--- src/rtl/bct_pkg.sv ---
package bct_pkg;
  typedef enum logic [2:0] {
    C_NOP, C_ACT, C_RD, C_WR, C_PRE, C_REF, C_MRS
  } cmd_e;

  typedef enum logic [1:0] {
    B_IDLE, B_OPEN, B_BURST, B_PRECH
  } bst_e;
endpackage

--- src/rtl/bct_cmd_decode.sv ---
module bct_cmd_decode
  import bct_pkg::*;
(
  input  logic cs_n,
  input  logic ras_n,
  input  logic cas_n,
  input  logic we_n,
  output cmd_e cmd
);
  always_comb begin
    cmd = C_NOP;
    if (!cs_n) begin
      case ({ras_n, cas_n, we_n})
        3'b011:  cmd = C_ACT;
        3'b101:  cmd = C_RD;
        3'b100:  cmd = C_WR;
        3'b010:  cmd = C_PRE;
        3'b001:  cmd = C_REF;
        3'b000:  cmd = C_MRS;
        default: cmd = C_NOP;
      endcase
    end
  end
endmodule

--- src/rtl/bct_bank_fsm.sv ---
module bct_bank_fsm
  import bct_pkg::*;
#(
  parameter int ROW_W     = 13,
  parameter int BURST_CYC = 4,
  parameter int PRE_CYC   = 3
) (
  input  logic             clk,
  input  logic             rst_n,
  input  logic             sel,
  input  cmd_e             cmd,
  input  logic             a10,
  input  logic [ROW_W-1:0] row_in,
  output logic             open_o,
  output logic             idle_o,
  output logic             rw_ok_o,
  output logic [ROW_W-1:0] row_o
);
  localparam int MAXC = (BURST_CYC > PRE_CYC) ? BURST_CYC : PRE_CYC;
  localparam int CW   = $clog2(MAXC + 1);

  bst_e             st_q, st_d;
  logic [CW-1:0]    cnt_q, cnt_d;
  logic             row_en;
  logic [ROW_W-1:0] row_q;

  always_comb begin
    st_d   = st_q;
    cnt_d  = cnt_q;
    row_en = 1'b0;
    case (st_q)
      B_IDLE:
        if (sel && cmd == C_ACT) begin
          st_d   = B_OPEN;
          row_en = 1'b1;
        end
      B_OPEN:
        if (cmd == C_PRE && (sel || a10)) begin
          st_d = B_IDLE;
        end else if (sel && a10 && (cmd == C_RD || cmd == C_WR)) begin
          st_d  = B_BURST;
          cnt_d = CW'(BURST_CYC - 1);
        end
      B_BURST:
        if (cnt_q == '0) begin
          st_d  = B_PRECH;
          cnt_d = CW'(PRE_CYC - 1);
        end else begin
          cnt_d = cnt_q - CW'(1);
        end
      B_PRECH:
        if (cnt_q == '0) st_d = B_IDLE;
        else             cnt_d = cnt_q - CW'(1);
      default: st_d = B_IDLE;
    endcase
  end

  always_ff @(posedge clk or negedge rst_n) begin
    if (!rst_n) begin
      st_q  <= B_IDLE;
      cnt_q <= '0;
    end else begin
      st_q  <= st_d;
      cnt_q <= cnt_d;
    end
  end

  always_ff @(posedge clk or negedge rst_n) begin
    if (!rst_n)      row_q <= '0;
    else if (row_en) row_q <= row_in;
  end

  assign open_o  = (st_q == B_OPEN) || (st_q == B_BURST);
  assign idle_o  = (st_q == B_IDLE);
  assign rw_ok_o = (st_q == B_OPEN);
  assign row_o   = row_q;
endmodule

--- src/rtl/bct_col_map.sv ---
module bct_col_map #(
  parameter int WIDTH_SEL = 0,
  parameter int COL_W     = 11
) (
  input  logic [COL_W-1:0] src,
  output logic [COL_W-1:0] col
);
  generate
    if (WIDTH_SEL == 0) begin : g_x4
      assign col = src;
    end else if (WIDTH_SEL == 1) begin : g_x8
      assign col = {1'b0, src[COL_W-2:0]};
    end else begin : g_x16
      assign col = {2'b00, src[COL_W-3:0]};
    end
  endgenerate
endmodule

--- src/rtl/bct_ref_timer.sv ---
module bct_ref_timer #(
  parameter int REF_CLKS = 1562
) (
  input  logic clk,
  input  logic rst_n,
  input  logic ref_acc,
  output logic ref_req
);
  localparam int TW = $clog2(REF_CLKS);

  logic [TW-1:0] cnt_q, cnt_d;
  logic          req_q, req_d;
  logic          expire;

  always_comb begin
    expire = (cnt_q == '0);
    cnt_d  = expire ? TW'(REF_CLKS - 1) : cnt_q - TW'(1);
    if (expire)       req_d = 1'b1;
    else if (ref_acc) req_d = 1'b0;
    else              req_d = req_q;
  end

  always_ff @(posedge clk or negedge rst_n) begin
    if (!rst_n) begin
      cnt_q <= TW'(REF_CLKS - 1);
      req_q <= 1'b0;
    end else begin
      cnt_q <= cnt_d;
      req_q <= req_d;
    end
  end

  assign ref_req = req_q;
endmodule

--- src/rtl/bank_cmd_tracker.sv ---
module bank_cmd_tracker
  import bct_pkg::*;
#(
  parameter int BA_W      = 2,
  parameter int ROW_W     = 13,
  parameter int WIDTH_SEL = 0,
  parameter int BURST_CYC = 4,
  parameter int PRE_CYC   = 3,
  parameter int REF_CLKS  = 1562
) (
  input  logic                     clk,
  input  logic                     rst_n,
  input  logic                     cs_n,
  input  logic                     ras_n,
  input  logic                     cas_n,
  input  logic                     we_n,
  input  logic [BA_W-1:0]          ba,
  input  logic [ROW_W-1:0]         addr,
  output logic                     act_stb,
  output logic                     rd_stb,
  output logic                     wr_stb,
  output logic                     pre_stb,
  output logic                     ref_stb,
  output logic                     mrs_stb,
  output logic                     illegal,
  output logic [(1<<BA_W)-1:0]     bank_open,
  output logic [(1<<BA_W)-1:0]     bank_idle,
  output logic [(1<<BA_W)*ROW_W-1:0] open_row,
  output logic [10:0]              col_addr
  ,output logic                    ref_req
);
  localparam int NBANK = 1 << BA_W;
  localparam int COL_W = 11;

  cmd_e             cmd;
  logic [NBANK-1:0] rw_ok;
  logic [COL_W-1:0] col_w;
  logic             ok_act, ok_rd, ok_wr, ok_pre, ok_ref, ok_mrs, bad;
  logic             tgt_idle, tgt_rw, all_idle;

  bct_cmd_decode u_dec (
    .cs_n(cs_n), .ras_n(ras_n), .cas_n(cas_n), .we_n(we_n), .cmd(cmd)
  );

  genvar b;
  generate
    for (b = 0; b < NBANK; b++) begin : g_bank
      bct_bank_fsm #(
        .ROW_W(ROW_W), .BURST_CYC(BURST_CYC), .PRE_CYC(PRE_CYC)
      ) u_bank (
        .clk    (clk),
        .rst_n  (rst_n),
        .sel    (ba == BA_W'(b)),
        .cmd    (cmd),
        .a10    (addr[10]),
        .row_in (addr),
        .open_o (bank_open[b]),
        .idle_o (bank_idle[b]),
        .rw_ok_o(rw_ok[b]),
        .row_o  (open_row[b*ROW_W +: ROW_W])
      );
    end
  endgenerate

  bct_col_map #(.WIDTH_SEL(WIDTH_SEL), .COL_W(COL_W)) u_col (
    .src({addr[11], addr[9:0]}),
    .col(col_w)
  );

  always_comb begin
    tgt_idle = bank_idle[ba];
    tgt_rw   = rw_ok[ba];
    all_idle = &bank_idle;
    ok_act   = (cmd == C_ACT) && tgt_idle;
    ok_rd    = (cmd == C_RD)  && tgt_rw;
    ok_wr    = (cmd == C_WR)  && tgt_rw;
    ok_pre   = (cmd == C_PRE);
    ok_ref   = (cmd == C_REF) && all_idle;
    ok_mrs   = (cmd == C_MRS);
    bad      = ((cmd == C_ACT) && !tgt_idle)
            || ((cmd == C_RD || cmd == C_WR) && !tgt_rw)
            || ((cmd == C_REF) && !all_idle);
  end

  bct_ref_timer #(.REF_CLKS(REF_CLKS)) u_ref (
    .clk(clk), .rst_n(rst_n), .ref_acc(ok_ref), .ref_req(ref_req)
  );

  always_ff @(posedge clk or negedge rst_n) begin
    if (!rst_n) begin
      act_stb <= 1'b0;
      rd_stb  <= 1'b0;
      wr_stb  <= 1'b0;
      pre_stb <= 1'b0;
      ref_stb <= 1'b0;
      mrs_stb <= 1'b0;
      illegal <= 1'b0;
    end else begin
      act_stb <= ok_act;
      rd_stb  <= ok_rd;
      wr_stb  <= ok_wr;
      pre_stb <= ok_pre;
      ref_stb <= ok_ref;
      mrs_stb <= ok_mrs;
      illegal <= bad;
    end
  end

  always_ff @(posedge clk or negedge rst_n) begin
    if (!rst_n)              col_addr <= '0;
    else if (ok_rd || ok_wr) col_addr <= col_w;
  end
endmodule

--- config.mk ---
export PLATFORM = sky130hd
export DESIGN_NAME = bank_cmd_tracker
export DESIGN_NICKNAME = d
export VERILOG_FILES = /design/src/rtl/bct_pkg.sv /design/src/rtl/bct_cmd_decode.sv /design/src/rtl/bct_bank_fsm.sv /design/src/rtl/bct_col_map.sv /design/src/rtl/bct_ref_timer.sv /design/src/rtl/bank_cmd_tracker.sv
export SDC_FILE = /design/constraint.sdc
export NUM_CORES = 1
export LEC_CHECK = 0
export BUFFER_PORTS_ARGS = -buffer_cell sky130_fd_sc_hd__buf_2
export CAP_MARGIN = 20
export CORE_ASPECT_RATIO = 1.5
export CORE_MARGIN = 2
export CORE_UTILIZATION = 59
export DETAILED_ROUTE_END_ITERATION = 8
export PLACE_DENSITY = 0.93
export RECOVER_POWER = 100
export SETUP_SLACK_MARGIN = 0.2
export SLEW_MARGIN = 15
export SYNTH_ARGS = -nofsm -noshare
export SYNTH_HDL_FRONTEND = slang
export SYNTH_SLANG_ARGS = --single-unit
--- constraint.sdc ---
create_clock -name clk -period 6.25 [get_ports clk]
set_clock_uncertainty 0.15 [all_clocks]
set_input_delay 0.625 -clock clk [delete_from_list [all_inputs] [get_ports clk]]
set_output_delay 0.625 -clock clk [all_outputs]
set_load 0.1 [all_outputs]
Word-level counts from Yosys, hierarchy flattened

Index checks and enable logic that the tools add are counted.

Bits in registers: 102
Output and inout port bits: 79
Bits of input ports: 21
Word-level logic and storage cells: 206

Equal/unequal tests: 54
Reduce and logical (&&, ||, !) cells: 63
Order comparisons: 1
Muxes and demuxes: 61
Add/sub/neg operators: 5

Operators with widths:

| cell                                               | number |
|---|---|
| two-way mux 3 bit                                  | 17 |
| two-way mux 2 bit                                  | 20 |
| case mux 3 bit (3 select lines)                    | 4 |
| AND reduction 4 bit                                | 9 |
| != test 2 bit, second input constant               | 16 |
| case mux 2 bit (4 select lines)                    | 4 |
| logical AND 1 bit                                  | 23 |
| == test 2 bit, second input constant               | 10 |
| case mux 3 bit (6 select lines)                    | 1 |
| != test 2 x 1 -> 1 bit, second input constant      | 8 |
| == test 3 bit, second input constant               | 5 |
| zero test 3 bit                                    | 5 |
| == test 3 x 2 -> 1 bit, second input constant      | 4 |
| logical OR 1 bit                                   | 12 |
| two-way mux 1 bit                                  | 12 |
| != test 3 bit, second input constant               | 4 |
| nonzero test 3 bit                                 | 4 |
| subtractor 3 x 1 -> 3 bit, second input constant   | 4 |
| zero test 11 bit                                   | 1 |
| two-way mux 11 bit                                 | 1 |
| subtractor 11 x 1 -> 11 bit, second input constant | 1 |
| == test 2 x 1 -> 1 bit, second input constant      | 5 |
| zero test 2 bit                                    | 5 |
| == test 3 x 1 -> 1 bit, second input constant      | 2 |
| 4 further kinds                                    | 7 |

Longest topological paths before layout

Gate-level depths: netlist (run 1).

Depth in word-level cells: 9
Mapped depth: 7
Mapped depth without buffers: 7

Cells and area by module

From an unflattened synthesis (run 1), not the netlist that was laid out.

Cell total of the unflattened synthesis: 403
Area total of the unflattened synthesis: 5250.0 µm²

By module, submodules not included:

| module           | cells an instance | times used | area each (µm²) | sequential area each (µm²) |
|---|---|---|---|---|
| bct_bank_fsm     | 70                | 4          | 930.9           | 450.4 |
| bank_cmd_tracker | 50                | 1          | 778.2           | 450.4 |
| bct_ref_timer    | 57                | 1          | 629.4           | 306.5 |
| bct_col_map      | 11                | 1          | 82.6            | 0.0 |
| bct_cmd_decode   | 5                 | 1          | 36.3            | 0.0 |

Least setup slack after synthesis (run 1)

No wires, ideal clock.

Path kind: input to register
Start: input ba[0]
End: register col_addr[10]
Cell stages on the path: 5
Required time: 5.974 ns
Slack: 4.041 ns
Arrival time: 1.933 ns
Path buffers: 2
Cell sequence: buf_4 -> mux4_2 -> nand2_1 -> buf_2 -> mux2_2

Word-level cells in the longest chain between the ends: 4

RTL lines:

| what                                        | RTL line                                       | text |
|---|---|---|
| start, declared                             | bank_cmd_tracker.sv:17                         | `input logic [BA_W-1:0] ba,` |
| binary-select mux 1 bit (select 2 bit) (*)  | bank_cmd_tracker.sv:72                         | `tgt_rw = rw_ok[ba];` |
| two-way mux 1 bit (not written as such) (*) | bank_cmd_tracker.sv:72                         |  |
| logical AND 1 bit, on equally long branches | bank_cmd_tracker.sv:75, bank_cmd_tracker.sv:76 |  |
| logical OR 1 bit (*)                        | bank_cmd_tracker.sv:111                        | `else if (ok_rd \|\| ok_wr) col_addr <= col_w;` |
| end signal, assigned                        | bank_cmd_tracker.sv:111                        |  |
| end, declared                               | bank_cmd_tracker.sv:29                         | `output logic [10:0] col_addr` |

Mark *: on every way between the ends. The rest lies on a longest branch, timed or not. The select of a mux whose other input is x is not followed.
A chain may end at the register's enable or synchronous reset.

==> impl_metrics.tcl, run 1 <==
set metrics [dict create \
    min_clock_period_post_route_ps 3100 \
    die_area_sq_mm 0.00897 \
    type_of_the_worst_setup_path "in2reg" \
    fill_cells 591 \
    critical_path_cell_count 6 \
    vias_per_cell 5.81 \
    required_time_at_the_endpoint_of_the_critical_path_ps 6330 \
    num_vias 3532 \
    gp_congestion 0.873 \
    tightestPinTransition_ps 1580 \
    antenna_violations_before_repair 1 \
    timing.critical_path.from_type "input pin" \
    vias_in_the_first_global_route 3637 \
    design.final.nets 544 \
    groute.usage.overall_pct 25.9 \
    worst-r2r-cell-count 4 \
    cts.htree.levels 3 \
    ff_latch_area_sq_mm 0.00256 \
    worstPathArrival_ps 3180 \
    final_layout_size_suffix_gt1_share_pct 20.7 \
    pin_count 100 \
    synth_cell_types 49 \
    critical-path-slowest-cell "sky130_fd_sc_hd__nor4b_1" \
    violations "max-capacitance violations, max-slew violations" \
    drt_iter0_drc 276 \
    rows 40 \
    sum_of_net_half_perimeters_after_detailed_placement_mm 7.61 \
    crit_buf_inv 1 \
    unrepaired_setup_endpoints_after_global_routing "no" \
    grt_start_max_net_pins 81 \
    avgSynthCellArea_sq_um 12.0 \
    numPortBuffers 99 \
    crit_family "simple AND/OR/NAND/NOR gates" \
    initial_core_util_pct 60.5 \
    floorplan.die.height_um 115 \
    drt_pre_antenna_iters 4 \
    cts_hold_buffers 0 \
    synth_sequential_area_ratio_pct 52.8 \
    yosys_register_bits 102 \
    cts_resized 0 \
    cpPeakStageDelay_ps 1320 \
    min_period_over_period_pct 49.5 \
    post_route_setup_tns_ps 0 \
    count_of_final_hold_check_violations 0 \
    slew_violations 11 \
    worst_skew_pair.late_latency_ps 350 \
    core_area_sq_mm 0.00801 \
    layout-area-overhead-vs-synth_pct 14.2 \
    synthesis.instances 404 \
    avgRoutedWirePerCell_um 18.4 \
    root_buffer "sky130_fd_sc_hd__clkbuf_16" \
    maxCapViolations 1 \
    multiInputGateArea_sq_mm 0.00205 \
    worst_setup_hold_path_clk_slew_ps 70 \
    grt_pass1_wl_mm 17.9 \
    timing.slew.headroom_pct -6.61 \
    min_delay_path_depth 2 \
    clock.fmax_mhz 323 \
    status "finished, violations left" \
    clockBufferDepth 2 \
    setup-violations-final 0 \
    syn-num-nets 450 \
    r2r_setup_slack_ps 3810 \
    cts_setup_buffers 0 \
    drc 0 \
    crit_path_end_kind "flop" \
    hp-class "reg2reg" \
    antenna_cells_inserted 0 \
    grt-ovfl-total 0 \
    clkSinkCount 102 \
    mappedNetlistArea_sq_mm 0.00484 \
    die_width_um 78.0 \
    crit_chain "clkbuf_1 -> nor4b_1 -> a21boi_0 -> o21ai_0 -> nand4_1 -> mux2_1" \
    yosys_warnings 0 \
    timing.critical_path.fanout_max 10 \
    totalWireLength_mm 11.2 \
    cts_inserted_buffers 9 \
    detail-route-antenna-nets 0 \
    tritoncts_clock_tree "yes" \
]
==> cell usage after synthesis (all sizes together) <==
cell type	number	area, sq um
and2	1	6.26
a211oi	3	22.5
a21boi	2	15.0
mux4	2	45.0
a32o	1	10.0
nand2b	6	37.5
dfstp	5	131
mux2i	3	30.0
or4	2	15.0
nand2	24	90.1
and4bb	1	12.5
o31ai	4	30.0
nand3	6	30.0
or3	1	6.26
a22o	1	8.76
nor3	5	25.0
and3	4	25.0
nand4	6	37.5
nor4b	1	23.8
nor2b	7	43.8
xor2	2	17.5
a21bo	2	20.0
o221ai	1	8.76
nor4	3	25.0
a31o	1	8.76
a221o	1	10.0
a31oi	5	31.3
buf	17	114
nor3b	1	7.51
nor2	27	104
clkbuf	1	3.75
dfrtp	97	2430
mux2	64	721
inv	21	78.8
o21ai	27	139
a221oi	2	30.0
nor4bb	2	20.0
xnor2	5	43.8
o22ai	1	6.26
a21oi	14	70.1
ha	25	313
==> metal layers <==
| metal | global-route usage [%] | share of wire (%) | vias up |
|---|---|---|---|
| li1 | - | - | 1607 |
| met1 | 30.4 | 39 | 1752 |
| met2 | 44.8 | 51 | 147 |
| met3 | 7.61 | 7.4 | 24 |
| met4 | 9.94 | 2.3 | 2 |
| met5 | 0 | 0.14 | - |
==> final cells by class <==
class,instances,area share (%)
tap,105,2.38
timing repair buffer,101,7.67
inverter,21,1.43
multi-input combinational,263,37.1
clock buffer,11,4.39
sequential,102,46.3
clock inverter,5,0.769
==> worst reg2reg max path, cell delays in order (launching register included) <==
cell	delay, ps
sky130_fd_sc_hd__dfrtp_1	430
sky130_fd_sc_hd__ha_1	270
sky130_fd_sc_hd__mux4_2	520
sky130_fd_sc_hd__nand2_1	520
sky130_fd_sc_hd__mux2_2	430
==> cells by family (layout without fill, tap and decap cells) <==
| logic type | after synthesis | count (layout) | synth area share [%] |
|---|---|---|---|
| flip-flops | 102 | 102 | 52.8 |
| AND/OR/NAND/NOR | 97 | 97 | 10.5 |
| multiplexers | 69 | 69 | 16.4 |
| AO/OA/AOI/OAI | 65 | 65 | 8.47 |
| buffers and inverters | 39 | 138 | 4.05 |
| adder cells (fa/ha/maj) | 25 | 25 | 6.46 |
| XOR/XNOR | 7 | 7 | 1.27 |
==> stage by stage <==
step	cells	hold slack, ps	cell area (sq um)	utilization, %	worst slack (ps)
6_report	608	313	5530	69.1	3150
5_1_grt	608	326	5530	69.1	2950
3_3_place_gp	591	286	5360	67.0	3630
3_5_place_dp	591	294	5360	67.0	3540
4_1_cts	607	22.2	5650	70.5	3760
2_1_floorplan	404	179	4840	-	4040
==> flip-flops by register name, indices dropped and copies added (netlist names), named ones only <==
signal,flops
rd_stb,1
illegal,1
u_ref.ref_req,1
act_stb,1
wr_stb,1
ref_stb,1
mrs_stb,1
g_bank.u_bank.cnt_q,12
g_bank.u_bank.st_q,4
u_ref.cnt_q,11
col_addr,11
g_bank.u_bank.row_o,52
pre_stb,1
==> placed cells by master (no fill, tap or decap), types with 4 or more instances in the layout <==
cell                        Yosys  layout
sky130_fd_sc_hd__xnor2_1        5       5
sky130_fd_sc_hd__nand2b_1       6       6
sky130_fd_sc_hd__mux2_2        63      61
sky130_fd_sc_hd__and3_1         4       4
sky130_fd_sc_hd__buf_2          7      17
sky130_fd_sc_hd__inv_1         21      21
sky130_fd_sc_hd__clkbuf_1       1      84
sky130_fd_sc_hd__nand2_1       24      24
sky130_fd_sc_hd__o31ai_1        4       4
sky130_fd_sc_hd__clkbuf_16      0       9
sky130_fd_sc_hd__o21ai_0       24      27
sky130_fd_sc_hd__dfrtp_1       97      97
sky130_fd_sc_hd__nor3_1         5       5
sky130_fd_sc_hd__a31oi_1        5       5
sky130_fd_sc_hd__nand3_1        6       6
sky130_fd_sc_hd__nor2_1        26      26
sky130_fd_sc_hd__ha_1          25      25
sky130_fd_sc_hd__a21oi_1       14      14
sky130_fd_sc_hd__nand4_1        6       6
sky130_fd_sc_hd__dfstp_2        5       4
sky130_fd_sc_hd__nor2b_1        7       7
==> worst paths after layout <==
kind / start / to
hold reg to reg: u_ref.cnt_q[4] / u_ref.cnt_q[4]
setup / recovery: ras_n / flop
hold / removal: u_ref.cnt_q[4] / u_ref.cnt_q[4]
max in group asynchronous: rst_n / g_bank[0].u_bank.row_o[2]
min in group asynchronous: rst_n / pre_stb
setup reg to reg: g_bank[3].u_bank.st_q[0] / col_addr[9]
Power of run 1 is left out: the tool's default activity adds up to more than one toggle a clock period on the data nets, which glitch-free logic cannot reach.
==> run 2, diff against run 1 <==
Settings changed: CORE_UTILIZATION 59 to 55, PLACE_DENSITY 0.93 to 0.88.
Clock period 6.25 ns to 2.9 ns, I/O delays scaled along.
==> run 2 against run 1 <==
Against the previous run:
- the run now ends clean
- cell count rose by 0.99%
- global-route usage fell by 2.1 points
- hold slack got worse by 250 ps
- die area rose by 7.0%
- count of clock-buffer cells in the layout fell by 2
- first-iteration DRC count fell by 16%
- via count fell by 1.1%
- wire length fell by 5.4%
- final area rose by 0.41%
- worst setup slack got worse by 2800 ps
- sequential share of layout area fell by 0.19 points
- non-clock buffer count rose by 4
- critical path type is now reg2out
- largest cell class unchanged
==> impl_metrics.tcl, run 2 (same netlist as run 1, synthesis figures left out) <==
set metrics [dict create \
    timing.critical_path.from_type "flop" \
    vias_in_the_first_global_route 3674 \
    worst_skew_pair.late_latency_ps 350 \
    cts_inserted_buffers 9 \
    timing.rr.end "col_addr[8]" \
    num_vias 3493 \
    timing.critical_path.fanout_max 7 \
    hold_path.startpoint "cas_n" \
    final_layout_size_suffix_gt1_share_pct 21.5 \
    groute.usage.overall_pct 23.8 \
    mostFrequentLayoutCells "sky130_fd_sc_hd__dfrtp_1 (97), sky130_fd_sc_hd__clkbuf_1 (84), sky130_fd_sc_hd__mux2_2 (62)" \
    drc 0 \
    cts_setup_buffers 0 \
    min_period_over_period_pct 89.3 \
    hp-class "in2reg" \
    pin_count 100 \
    dpl.cell_count 597 \
    detail-route-antenna-nets 0 \
    pre_cts_ws_ps 518 \
    totalWireLength_mm 10.6 \
    setup_slack_ps 309 \
    clock.fmax_mhz 386 \
    gp_congestion 0.879 \
    rows 41 \
    timing.hold.ws_ps 67.0 \
    antenna_violations_before_repair 1 \
    timing.slew.headroom_pct 19.0 \
    crit_path_end_kind "output port" \
    slew_violations 0 \
    die_width_um 80.6 \
    setup-violations-final 0 \
    maxCapViolations 0 \
    worstPathArrival_ps 2150 \
    grt-ovfl-total 0 \
    layout-area-overhead-vs-synth_pct 14.6 \
    count_of_final_hold_check_violations 0 \
    core_area_sq_mm 0.00846 \
    status "finished, final reports clean" \
    sum_of_net_half_perimeters_after_detailed_placement_mm 7.70 \
    post_layout_nonfiller_instances 614 \
    clkSinkCount 102 \
    numPortBuffers 99 \
    design.final.nets 548 \
    initial_core_util_pct 57.2 \
    largest_reg_flops 52 \
    clockBufferDepth 2 \
    drt_pre_antenna_iters 5 \
    worst-r2r-cell-count 5 \
    r2r_setup_slack_ps 480 \
    type_of_the_worst_setup_path "reg2out" \
    grt_start_max_net_pins 56 \
    timing.hold.worst_endpoint "mrs_stb" \
    unrepaired_setup_endpoints_after_global_routing "no" \
    tritoncts_clock_tree "yes" \
    required_time_at_the_endpoint_of_the_critical_path_ps 2460 \
    min_clock_period_post_route_ps 2590 \
    worst_setup_hold_path_clk_slew_ps 70 \
    post_route_setup_tns_ps 0 \
    floorplan.die.height_um 119 \
    avgRoutedWirePerCell_um 17.2 \
    final_common_cell "sky130_fd_sc_hd__dfrtp_1" \
    root_buffer "sky130_fd_sc_hd__clkbuf_16" \
    cts.htree.levels 3 \
    drt_iter0_drc 231 \
    die_area_sq_mm 0.00959 \
    grt_pass1_wl_mm 17.8 \
    vias_per_cell 5.69 \
    fill_cells 642 \
    antenna_cells_inserted 0 \
    min_delay_path_depth 2 \
    tightestPinTransition_ps 1220 \
]
## run 2: per-stage QoR
step | util, % | cell area [sq um]
2_1_floorplan | - | 4840
3_3_place_gp | 63.9 | 5410
3_5_place_dp | 63.9 | 5410
4_1_cts | 67.4 | 5710
6_report | 65.6 | 5550
5_1_grt | 65.6 | 5550
## run 2: worst max path at each step
stage | from | end | slack, ps | depth (start not counted)
after floorplan | g_bank[3].u_bank.st_q[0] | col_addr[10] | 830 | 5
after global placement | flop | col_addr[5] | 620 | 5
after detailed placement | flop | col_addr[10] | 520 | 5
after CTS | flop | col_addr[8] | 480 | 5
after global routing | rst_n | g_bank[3].u_bank.row_o[12] | 210 | 3
final | g_bank[2].u_bank.st_q[0] | bank_idle[2] | 310 | 3
## run 2: layout make-up
class / count / area, sq um / area share [%]
Inverter: 21 / 78.8 / 1.42
Clock buffer: 9 / 225 / 4.06
Sequential cell: 102 / 2560 / 46.1
Clock inverter: 7 / 63.8 / 1.15
Multi-Input combinational cell: 263 / 2060 / 37.2
Timing Repair Buffer: 105 / 428 / 7.71
Tap cell: 107 / 134 / 2.41
## run 2: routing by layer
layer  global-route usage [%]  wire length [um]  up-vias  part of all wire [%]
li1                         -                 -     1612                     -
met1                     29.3              4130     1731                    39
met2                     39.4              5440      130                    51
met3                     7.42               801       18                   7.6
met4                     7.73               188        2                   1.8
met5                        0                13        -                  0.12
## run 2: timing repair
action                                 4_1_cts  5_1_grt
endpoints found under the hold margin       42        0
resized for setup                            0        0
hold buffers                                 1        0
## run 2: critical path: stages, from the launching register on
cell	delay (ps)
sky130_fd_sc_hd__dfrtp_1	430
sky130_fd_sc_hd__inv_1	110
sky130_fd_sc_hd__ha_1	330
sky130_fd_sc_hd__clkbuf_1	930
Power of run 2 is left out for the same reason.
